`config.mk`:
```
export PLATFORM = sky130hd
export DESIGN_NAME = wcache_seq
export DESIGN_NICKNAME = d
export VERILOG_FILES = /design/src/rtl/wcache_pkg.sv /design/src/rtl/wcache_lines.sv /design/src/rtl/wcache_tick.sv /design/src/rtl/wcache_seq.sv
export SDC_FILE = /design/constraint.sdc
export NUM_CORES = 1
export LEC_CHECK = 0
export ABC_AREA = 1
export BUFFER_PORTS_ARGS = -buffer_cell sky130_fd_sc_hd__buf_2
export CORE_ASPECT_RATIO = 2
export CORE_MARGIN = 2
export CORE_UTILIZATION = 25
export DETAILED_ROUTE_END_ITERATION = 12
export SKIP_LAST_GASP = 1
export SYNTH_ARGS = -nofsm -noshare
export SYNTH_HDL_FRONTEND = slang
export SYNTH_HIERARCHICAL = 1
export SYNTH_SLANG_ARGS = --single-unit
```
`constraint.sdc`:
```
create_clock -name clk -period 2.8 [get_ports clk]
set_input_delay 0.14 -clock clk [delete_from_list [all_inputs] [get_ports clk]]
set_output_delay 0.14 -clock clk [all_outputs]
set_load 0.05 [all_outputs]
```
`src/rtl/wcache_pkg.sv`:
```
package wcache_pkg;

    // Controller states: collect bytes, then program lines.
    typedef enum logic [0:0] {
        ST_GATHER = 1'b0,
        ST_BURN   = 1'b1
    } seq_state_t;

endpackage

```
`src/rtl/wcache_lines.sv`:
```
// Line storage: tags, per-byte valid masks, data, and slot allocation.
module wcache_lines #(
    parameter int LINES      = 8,
    parameter int LINE_BYTES = 8,
    parameter int ADDR_W     = 12,
    parameter int DATA_W     = 8,
    localparam int OFF_W     = $clog2(LINE_BYTES),
    localparam int TAG_W     = ADDR_W - OFF_W,
    localparam int SLOT_W    = $clog2(LINES),
    localparam int CNT_W     = $clog2(LINES + 1)
) (
    input  logic              clk,
    input  logic              rst_n,
    input  logic              clr,
    input  logic              wr_en,
    input  logic [ADDR_W-1:0] wr_addr,
    input  logic [DATA_W-1:0] wr_data,
    input  logic [SLOT_W-1:0] rd_slot,
    input  logic [OFF_W-1:0]  rd_off,
    output logic [TAG_W-1:0]  rd_tag,
    output logic              rd_valid,
    output logic [DATA_W-1:0] rd_byte,
    output logic [CNT_W-1:0]  used_cnt
);

    logic [TAG_W-1:0]      tag_q  [LINES];
    logic [LINE_BYTES-1:0] mask_q [LINES];
    logic [DATA_W-1:0]     data_q [LINES][LINE_BYTES];
    logic [CNT_W-1:0]      used_q;
    logic [SLOT_W-1:0]     repl_q;

    logic [TAG_W-1:0]  wr_tag;
    logic [OFF_W-1:0]  wr_off;
    logic [LINES-1:0]  hit_vec;
    logic              hit;
    logic [SLOT_W-1:0] hit_idx;
    logic [SLOT_W-1:0] tgt;
    logic              full;

    assign wr_tag = wr_addr[ADDR_W-1:OFF_W];
    assign wr_off = wr_addr[OFF_W-1:0];
    assign full   = (used_q == CNT_W'(LINES));

    // One tag comparator per slot, qualified by slot occupancy.
    for (genvar i = 0; i < LINES; i++) begin : g_cmp
        assign hit_vec[i] = (CNT_W'(i) < used_q) && (tag_q[i] == wr_tag);
    end

    always_comb begin
        hit     = 1'b0;
        hit_idx = '0;
        for (int i = 0; i < LINES; i++) begin
            if (hit_vec[i]) begin
                hit     = 1'b1;
                hit_idx = SLOT_W'(i);
            end
        end
    end

    always_comb begin
        if (hit)       tgt = hit_idx;
        else if (full) tgt = repl_q;
        else           tgt = used_q[SLOT_W-1:0];
    end

    always_ff @(posedge clk or negedge rst_n) begin
        if (!rst_n) begin
            used_q <= '0;
            repl_q <= '0;
            for (int i = 0; i < LINES; i++) begin
                tag_q[i]  <= '0;
                mask_q[i] <= '0;
            end
        end else if (clr) begin
            used_q <= '0;
            repl_q <= '0;
            for (int i = 0; i < LINES; i++) mask_q[i] <= '0;
        end else if (wr_en) begin
            if (hit) begin
                mask_q[tgt][wr_off] <= 1'b1;
            end else begin
                tag_q[tgt]  <= wr_tag;
                mask_q[tgt] <= LINE_BYTES'(1) << wr_off;
                if (full) repl_q <= repl_q + 1'b1;
                else      used_q <= used_q + 1'b1;
            end
        end
    end

    // Data storage needs no reset: the valid masks qualify every byte.
    always_ff @(posedge clk) begin
        if (wr_en && !clr) data_q[tgt][wr_off] <= wr_data;
    end

    assign rd_tag   = tag_q[rd_slot];
    assign rd_valid = mask_q[rd_slot][rd_off];
    assign rd_byte  = data_q[rd_slot][rd_off];
    assign used_cnt = used_q;

endmodule

```
`src/rtl/wcache_tick.sv`:
```
// Line period timer: counts 0..PROG_TICKS-1 while run is high.
module wcache_tick #(
    parameter int PROG_TICKS = 24,
    localparam int PH_W      = $clog2(PROG_TICKS + 1)
) (
    input  logic            clk,
    input  logic            rst_n,
    input  logic            run,
    output logic [PH_W-1:0] phase,
    output logic            wrap
);

    logic [PH_W-1:0] ph_q;

    assign wrap  = run && (ph_q == PH_W'(PROG_TICKS - 1));
    assign phase = ph_q;

    always_ff @(posedge clk or negedge rst_n) begin
        if (!rst_n)     ph_q <= '0;
        else if (!run)  ph_q <= '0;
        else if (wrap)  ph_q <= '0;
        else            ph_q <= ph_q + 1'b1;
    end

endmodule

```
`src/rtl/wcache_seq.sv`:
```
// Top: gathers a transaction's bytes, then programs lines on STOP.
module wcache_seq #(
    parameter int PROG_TICKS = 24,
    parameter int LINES      = 8,
    parameter int LINE_BYTES = 8,
    parameter int ADDR_W     = 12,
    parameter int DATA_W     = 8
) (
    input  logic              clk,
    input  logic              rst_n,
    input  logic              xfer_start,
    input  logic              xfer_stop,
    input  logic              byte_we,
    input  logic [ADDR_W-1:0] byte_addr,
    input  logic [DATA_W-1:0] byte_data,
    output logic              arr_we,
    output logic [ADDR_W-1:0] arr_addr,
    output logic [DATA_W-1:0] arr_data,
    output logic              busy
);
    import wcache_pkg::*;

    localparam int OFF_W  = $clog2(LINE_BYTES);
    localparam int TAG_W  = ADDR_W - OFF_W;
    localparam int SLOT_W = $clog2(LINES);
    localparam int CNT_W  = $clog2(LINES + 1);
    localparam int PH_W   = $clog2(PROG_TICKS + 1);

    seq_state_t        state_q, state_d;
    logic [SLOT_W-1:0] slot_q, slot_d;

    logic [CNT_W-1:0]  lines_used;
    logic [PH_W-1:0]   tick_phase;
    logic              tick_wrap;
    logic              tick_run;
    logic              last_line;
    logic              store_clr;
    logic              store_wr;
    logic [TAG_W-1:0]  rd_tag;
    logic              rd_valid;
    logic [DATA_W-1:0] rd_byte;
    logic [OFF_W-1:0]  cur_off;

    assign cur_off   = tick_phase[OFF_W-1:0];
    assign last_line = ({1'b0, slot_q} == (lines_used - CNT_W'(1)));

    wcache_lines #(
        .LINES(LINES), .LINE_BYTES(LINE_BYTES),
        .ADDR_W(ADDR_W), .DATA_W(DATA_W)
    ) u_lines (
        .clk(clk), .rst_n(rst_n),
        .clr(store_clr), .wr_en(store_wr),
        .wr_addr(byte_addr), .wr_data(byte_data),
        .rd_slot(slot_q), .rd_off(cur_off),
        .rd_tag(rd_tag), .rd_valid(rd_valid), .rd_byte(rd_byte),
        .used_cnt(lines_used)
    );

    wcache_tick #(.PROG_TICKS(PROG_TICKS)) u_tick (
        .clk(clk), .rst_n(rst_n), .run(tick_run),
        .phase(tick_phase), .wrap(tick_wrap)
    );

    // State register.
    always_ff @(posedge clk or negedge rst_n) begin
        if (!rst_n) begin
            state_q <= ST_GATHER;
            slot_q  <= '0;
        end else begin
            state_q <= state_d;
            slot_q  <= slot_d;
        end
    end

    // Next state: launch, advance, retire.
    always_comb begin
        state_d = state_q;
        slot_d  = slot_q;
        unique case (state_q)
            ST_GATHER: begin
                if (xfer_stop && (lines_used != '0)) begin
                    state_d = ST_BURN;
                    slot_d  = '0;
                end
            end
            ST_BURN: begin
                if (tick_wrap) begin
                    if (last_line) begin
                        state_d = ST_GATHER;
                        slot_d  = '0;
                    end else begin
                        slot_d = slot_q + 1'b1;
                    end
                end
            end
            default: state_d = ST_GATHER;
        endcase
    end

    // Outputs and internal controls.
    always_comb begin
        busy      = 1'b0;
        tick_run  = 1'b0;
        store_clr = 1'b0;
        store_wr  = 1'b0;
        arr_we    = 1'b0;
        unique case (state_q)
            ST_GATHER: begin
                store_clr = xfer_start && !xfer_stop;
                store_wr  = byte_we && !xfer_start && !xfer_stop;
            end
            ST_BURN: begin
                busy      = 1'b1;
                tick_run  = 1'b1;
                store_clr = tick_wrap && last_line;
                arr_we    = (tick_phase < PH_W'(LINE_BYTES)) && rd_valid;
            end
            default: ;
        endcase
    end

    assign arr_addr = {rd_tag, cur_off};
    assign arr_data = rd_byte;

endmodule

```
==> results of run 1 <==
-- final timing paths --
check / slack (ns) / from / end / cells past startpoint
worst max-delay path: -0.50 / slot_q[0] / arr_data[2] / 12
worst min-delay path: 0.02 / rst_n / u_lines/tag_q[49] / 2
min in group clk: 0.02 / byte_data[7] / u_lines/data_q[2][47] / 1
worst min register to register: 0.48 / u_lines/mask_q[54] / u_lines/mask_q[54] / 2
worst max register to register: 0.05 / u_lines/used_cnt[1] / u_lines/data_q[4][8] / 17
max in group asynchronous: 1.99 / rst_n / u_tick/phase[0] / 3
-- flip-flops by register name, summed over array words and instances (netlist names) --
register and count:
u_lines/data_q 512, u_lines/tag_q 72, u_lines/mask_q 64, u_tick/phase 5, u_lines/used_cnt 4, slot_q 3
u_lines/repl_q 3, state_q 1
-- cell usage after synthesis, drive strengths merged, types with 8 or more instances --
master,count
o21ai,476
o211ai,9
a31oi,10
buf,44
o221ai,15
xnor2,8
o22ai,156
nor3,12
inv,132
a221oi,9
edfxtp,512
nor2,524
a21oi,43
nand3,92
dfrtp,152
clkbuf,136
o32ai,8
nand2,713
-- area by class of cell --
class	instances	area [um^2]
Antenna cell	2	5.00
Clock buffer	58	1390
Clock inverter	41	494
Fill cell	12037	81700
Inverter	137	596
Multi-Input combinational cell	2108	11000
Sequential cell	664	19200
Tap cell	1555	1950
Timing Repair Buffer	470	5190
Timing Repair inverter	2	36.3
-- cells by family after synthesis --
family	synth area share, %
AO/OA/AOI/OAI	13.8
XOR/XNOR	0.429
adder cells (fa/ha/maj)	0.286
buffers and inverters	4.70
flip-flops	62.6
AND/OR/NAND/NOR	18.2
-- through the flow --
stage / TNS (ns) / std cells / cell area (um^2) / utilization, % / hold WS, ns
2_1_floorplan: -7.12 / 3087 / 30700 / - / -0.156
3_3_place_gp: -10.37 / 4860 / 35600 / 29.3 / 0.113
3_5_place_dp: -12.78 / 4860 / 35600 / 29.3 / 0.112
4_1_cts: -4.61 / 5004 / 38700 / 31.8 / 0.00720
5_1_grt: -9.61 / 5037 / 39900 / 32.8 / 0.0230
6_report: -4.06 / 5037 / 39900 / 32.8 / 0.0151
-- timing repair --
action,in CTS,in global routing
hold buffers,11,0
setup buffers,22,22
pin swaps,46,86
hold endpoints to repair,199,0
setup endpoints to repair,360,630
gates resized for setup,176,248
cloned,15,11
-- worst register-to-register path, stage by stage, from the launching register on --
cell and delay [ns]:
dfrtp_1 0.40, ha_2 0.23, a21oi_1 0.08, nor2_1 0.13, nand3_2 0.12, inv_1 0.07, nand2_1 0.07, nand2_2 0.12
nor2_4 0.07, nand3_4 0.10, buf_6 0.13, nand2_8 0.08, buf_6 0.14, nor2_8 0.15, nand2_2 0.09, buf_6 0.16
nor2_4 0.17, buf_6 0.15
-- report_power, final --
| part | switching (mW) | total [mW] | internal [mW] |
|---|---|---|---|
| combinational | 0.381 | 0.507 | 0.125 |
| sequential | 0 | 10.6 | 10.6 |
| clock | 3.87 | 8.19 | 4.32 |
| total | 4.25 | 19.3 | 15.1 |
-- per-layer routing --
layer / vias to the layer above / share of wire [%]
met1: 12216 / 32
li1: 11415 / -
met3: 364 / 3.9
met2: 864 / 54
met4: 4 / 11
met5: - / 0.027
==> out/results.ini, run 1 <==
[status]
status = finished with violations
violations = setup timing

[synth]
synth_warnings = 6
synth_area_leader_cell = edfxtp_1
syn_nets = 3119
async_flop_share_pct = 22.9
yosysTopAreaCellShare_pct = 50.2
ys_top_cells_by_area = edfxtp_1, dfrtp_1, nand2_1
yosysSeqAreaShare_pct = 62.6
synth-edff-count = 512
ys_ff_latch = 664
synthFlopType = edfxtp_1
synth_cells = 3087
syn_area_um2 = 30600
ys_types = 49
avgSynthCellArea_um2 = 9.93

[setup_path]
critPathBufInv = 6
cp_data_required_time_ns = 2.66
critPathArrivalTime_ns = 3.16
cp-end-kind = output pin
crit_family = buffers and inverters
cp-start-kind = register
criticalPathCategory = register to output pin
crit_chain = buf_12 -> buf_16 -> nor2_1 -> o22ai_2 -> buf_4 -> o21ai_0 -> o22ai_1 -> buf_4 -> o211ai_1 -> o21ai_1 -> buf_4 -> buf_12
critPathSlowestCell = dfrtp_4
max_stage_delay_ns = 0.50
crit_path_frequent_cell = buf_4
critPathMaxFanout = 32

[cts]
clk_latency_ns = 0.65
root_buffer = clkbuf_16
cts.clk_slew.worst_paths_ns = 0.07
h-tree-depth = 2
numCtsBuffers = 55
cts.sinks = 664
cts_buffer_depth = 3
cts_tree = done

[power_and_ir_drop]
ir_drop_v = 0.000537
power_mw = 19.3
cellPowerDensity_nw_per_um2 = 484
leakagePower_nw = 15.1

[global_routing]
met1_usage_pct = 15.6
grt_use_met2_pct = 31.7
gr-max-usage-layer = met2
grt_overflow = 0
grt_max_degree = 69
grt_pass1_wl_mm = 156
antenna_found_initial = 4
grtUsageMet3_pct = 1.79
grt_pass1_vias = 24648
grt_use_total_pct = 16.7

[die]
die_area_um2 = 126000
die_y_um = 499
ios = 47
fp.dieW_um = 252
core_area_um2 = 122000
start_util_pct = 25.2
placementRows = 181

[route]
totalWireLength_mm = 109
viasPerCell = 4.94
drt-pass1-iter-count = 5
ant_nets = 0
remaining_drc_errors = 0
drt_iter0_drc = 1885
via_count = 24863
post_drt_wl_per_cell_um = 21.7

[placement]
place_hpwl_mm = 73.1
place_congestion = 0.940
dp_slack_ns = -0.149
io_buffers = 46

[layout]
areaGrowthSynthToFinish_pct = 30.2
layout_common_cells = nand2_1, edfxtp_1, nor2_1
nNetsFinal = 3470
drive_above_1_share_pct = 25.3
mostFrequentLayoutCell = nand2_1

[sta]
period_needed_ns = 3.30
hold_violations = 0
clock.fmax_mhz = 303
rsz0062_at_grt = yes
setup_viol = 9
layout_worst_path_cycle_share_pct = 118
layout_setup_ws_ns = -0.503
clock_skew_ns = 0.0202
slew_headroom_pct = 24.6
worstMarginPinSlew_ns = 1.13
slew_violations = 0

[run]
drv_cap = 0

[hold_path]
hold_path_class = primary input to async pin

No activity file was read; power rests on OpenSTA's default activity.
==> inputs of run 2 (changes only) <==
BUFFER_PORTS_ARGS = not set   (was -buffer_cell sky130_fd_sc_hd__buf_2)
CORE_MARGIN = not set   (was 2)
DONT_BUFFER_PORTS = 1   (was not set)
clock period = 4.17 ns   (was 2.8 ns; I/O delays follow)
==> run 2 against run 1 <==
The run now ends clean. Clock-buffer cell count rose by 8. Clock power is 31% lower. Non-clock buffer count shrank 319. Sequential share of layout area is 6.4 points higher. Die area fell by 1.2%. First-iteration DRC count decreased by 5.4%. Wire length fell by 8.0%. Critical path type unchanged. Largest cell class unchanged.
==> out/results.ini, run 2 (synthesis results as in run 1) <==
[status]
status = finished clean

[placement]
place_hpwl_mm = 67.7  ; -7.4%
place_congestion = 0.946  ; +0.65%
dp_slack_ns = 0.590  ; +0.739 ns
placed_area_um2 = 32700  ; -8.0%
io_buffers = 0  ; -100%
dp_cells = 4579  ; -5.8%

[layout]
largest_reg_flops = 512  ; unchanged
regMostFlops = u_lines/data_q
nNetsFinal = 3151  ; -9.2%
layout_common_cells = nand2_1, nor2_1, edfxtp_1
largestRegisters = u_lines/data_q: 512 flops, u_lines/tag_q: 72 flops, u_lines/mask_q: 64 flops
mostFrequentLayoutCell = nand2_1
post-route-cell-area_um2 = 35200  ; -12%
fin_cells = 4727  ; -6.2%
areaGrowthSynthToFinish_pct = 15.0
drive_above_1_share_pct = 11.3  ; -14 points

[setup_path]
timing.rr.start = u_lines/used_cnt[0]
criticalPathCategory = register to output pin
cp-start-kind = register
cp-end-kind = output pin
cp_data_required_time_ns = 3.96  ; +1.30 ns
critPathArrivalTime_ns = 3.88  ; +0.72 ns
critPathMaxFanout = 57  ; +78%
crit_start = slot_q[0]

[sta]
hold_violations = 0  ; unchanged
clock.fmax_mhz = 244
slew_headroom_pct = 28.0  ; +3.3 points
worstMarginPinSlew_ns = 1.08  ; -0.0500 ns
period_needed_ns = 4.09
rsz0062_at_grt = yes
clock_skew_ns = 0.0366  ; +0.0164 ns
slew_violations = 0  ; unchanged
layout_setup_ws_ns = 0.0789  ; +0.582 ns
layout_worst_path_cycle_share_pct = 98.1
setup_viol = 0  ; -9

[global_routing]
grt_max_degree = 153  ; +120%
antenna_found_initial = 2  ; -2
grtUsageMet3_pct = 1.89  ; +0.10 points
met1_usage_pct = 15.8  ; +0.24 points
grt_pass1_vias = 23343  ; -5.3%
grt_overflow = 0  ; unchanged
grt_use_total_pct = 16.0  ; -0.72 points
gr-max-usage-layer = met2
grt_use_met2_pct = 30.0  ; -1.7 points
grt_pass1_wl_mm = 149  ; -4.7%

[die]
die_area_um2 = 124000  ; -1.2%
die_y_um = 497  ; -0.40%
core_area_um2 = 122000  ; unchanged
start_util_pct = 25.2  ; unchanged
fp.dieW_um = 250  ; -0.80%
ios = 47  ; unchanged
placementRows = 181  ; unchanged

[route]
viasPerCell = 4.91  ; -0.59%
remaining_drc_errors = 0  ; unchanged
via_count = 23194  ; -6.7%
ant_nets = 0  ; unchanged
totalWireLength_mm = 101  ; -8.0%
drt-pass1-iter-count = 6  ; +1
post_drt_wl_per_cell_um = 21.3  ; -1.9%
drt_iter0_drc = 1784  ; -5.4%

[cts]
cts_buffer_depth = 3  ; unchanged
clk_latency_ns = 0.67  ; +0.02 ns
cts_tree = done
cts.sinks = 664  ; unchanged
h-tree-depth = 2  ; unchanged
cts.clk_slew.worst_paths_ns = 0.07  ; about the same
root_buffer = clkbuf_16
numCtsBuffers = 59  ; +7.3%
postCtsSetupBuffers = 0  ; -100%

[hold_path]
min_from = byte_addr[2]
hold_path_class = primary input to register

[power_and_ir_drop]
ir_drop_v = 0.000319  ; -40%
leakagePower_nw = 13.0  ; -14%
cellPowerDensity_nw_per_um2 = 372  ; -23%

[run]
drv_cap = 0  ; unchanged

[run 2: final timing paths]
kind                            cells after the start  slack [ns]                    end
worst max-delay path                               11        0.08                 arr_we
worst min-delay path                                6        0.12      u_lines/mask_q[4]
worst max register to register                     12        0.57  u_lines/data_q[5][17]
worst min register to register                      2        0.48     u_lines/mask_q[62]
max in group asynchronous                           2        3.00              slot_q[1]
min in group asynchronous                           2        0.13     u_lines/mask_q[12]
[run 2: area by class of cell]
| cell class | count | area [um^2] |
|---|---|---|
| Antenna cell | 2 | 5.00 |
| Clock buffer | 66 | 1500 |
| Clock inverter | 46 | 489 |
| Fill cell | 12449 | 86400 |
| Inverter | 137 | 572 |
| Multi-Input combinational cell | 2106 | 10000 |
| Sequential cell | 664 | 19200 |
| Tap cell | 1555 | 1950 |
| Timing Repair Buffer | 151 | 1490 |
[run 2: report_power, final]
group / total [mW] / internal [mW] / switching, mW / leakage [nW]
clock: 5.69 / 3.07 / 2.63 / 0.956
combinational: 0.299 / 0.0727 / 0.227 / 5.34
sequential: 7.13 / 7.13 / 0 / 6.70
[run 2: stage by stage]
| step | utilization, % | hold slack [ns] | power [mW] | TNS (ns) |
|---|---|---|---|---|
| 6_report | 29.0 | 0.116 | 13.1 | 0 |
| 5_1_grt | 29.0 | 0.123 | 13.4 | -0.204 |
| 4_1_cts | 29.0 | 0.0693 | 13.2 | 0 |
| 3_5_place_dp | 26.9 | -0.0604 | 7.39 | 0 |
| 3_3_place_gp | 26.9 | -0.0603 | 7.39 | 0 |
| 2_1_floorplan | - | -0.0871 | 7.38 | 0 |
[run 2: critical path: stages, from the launching register on]
cell and delay (ns):
dfrtp_4 0.69, buf_12 0.29, buf_4 0.31, o21ai_0 0.17, o22ai_1 0.25, nor2_1 0.15
o311ai_0 0.36, o211ai_1 0.27, nand2_1 0.15, nand2_1 0.08, nor3_2 0.21, buf_4 0.25
[run 2: repair_timing]
action	CTS	global route
hold endpoints to repair	754	0
resized for setup	0	6
endpoints found under the setup margin	0	7
hold buffers	34	0
[run 2: metal layers]
| metal | vias up | routed length [um] |
|---|---|---|
| li1 | 10744 | - |
| met1 | 11288 | 34000 |
| met2 | 837 | 53300 |
| met3 | 325 | 4910 |
| met4 | 0 | 8520 |
| met5 | - | 0 |
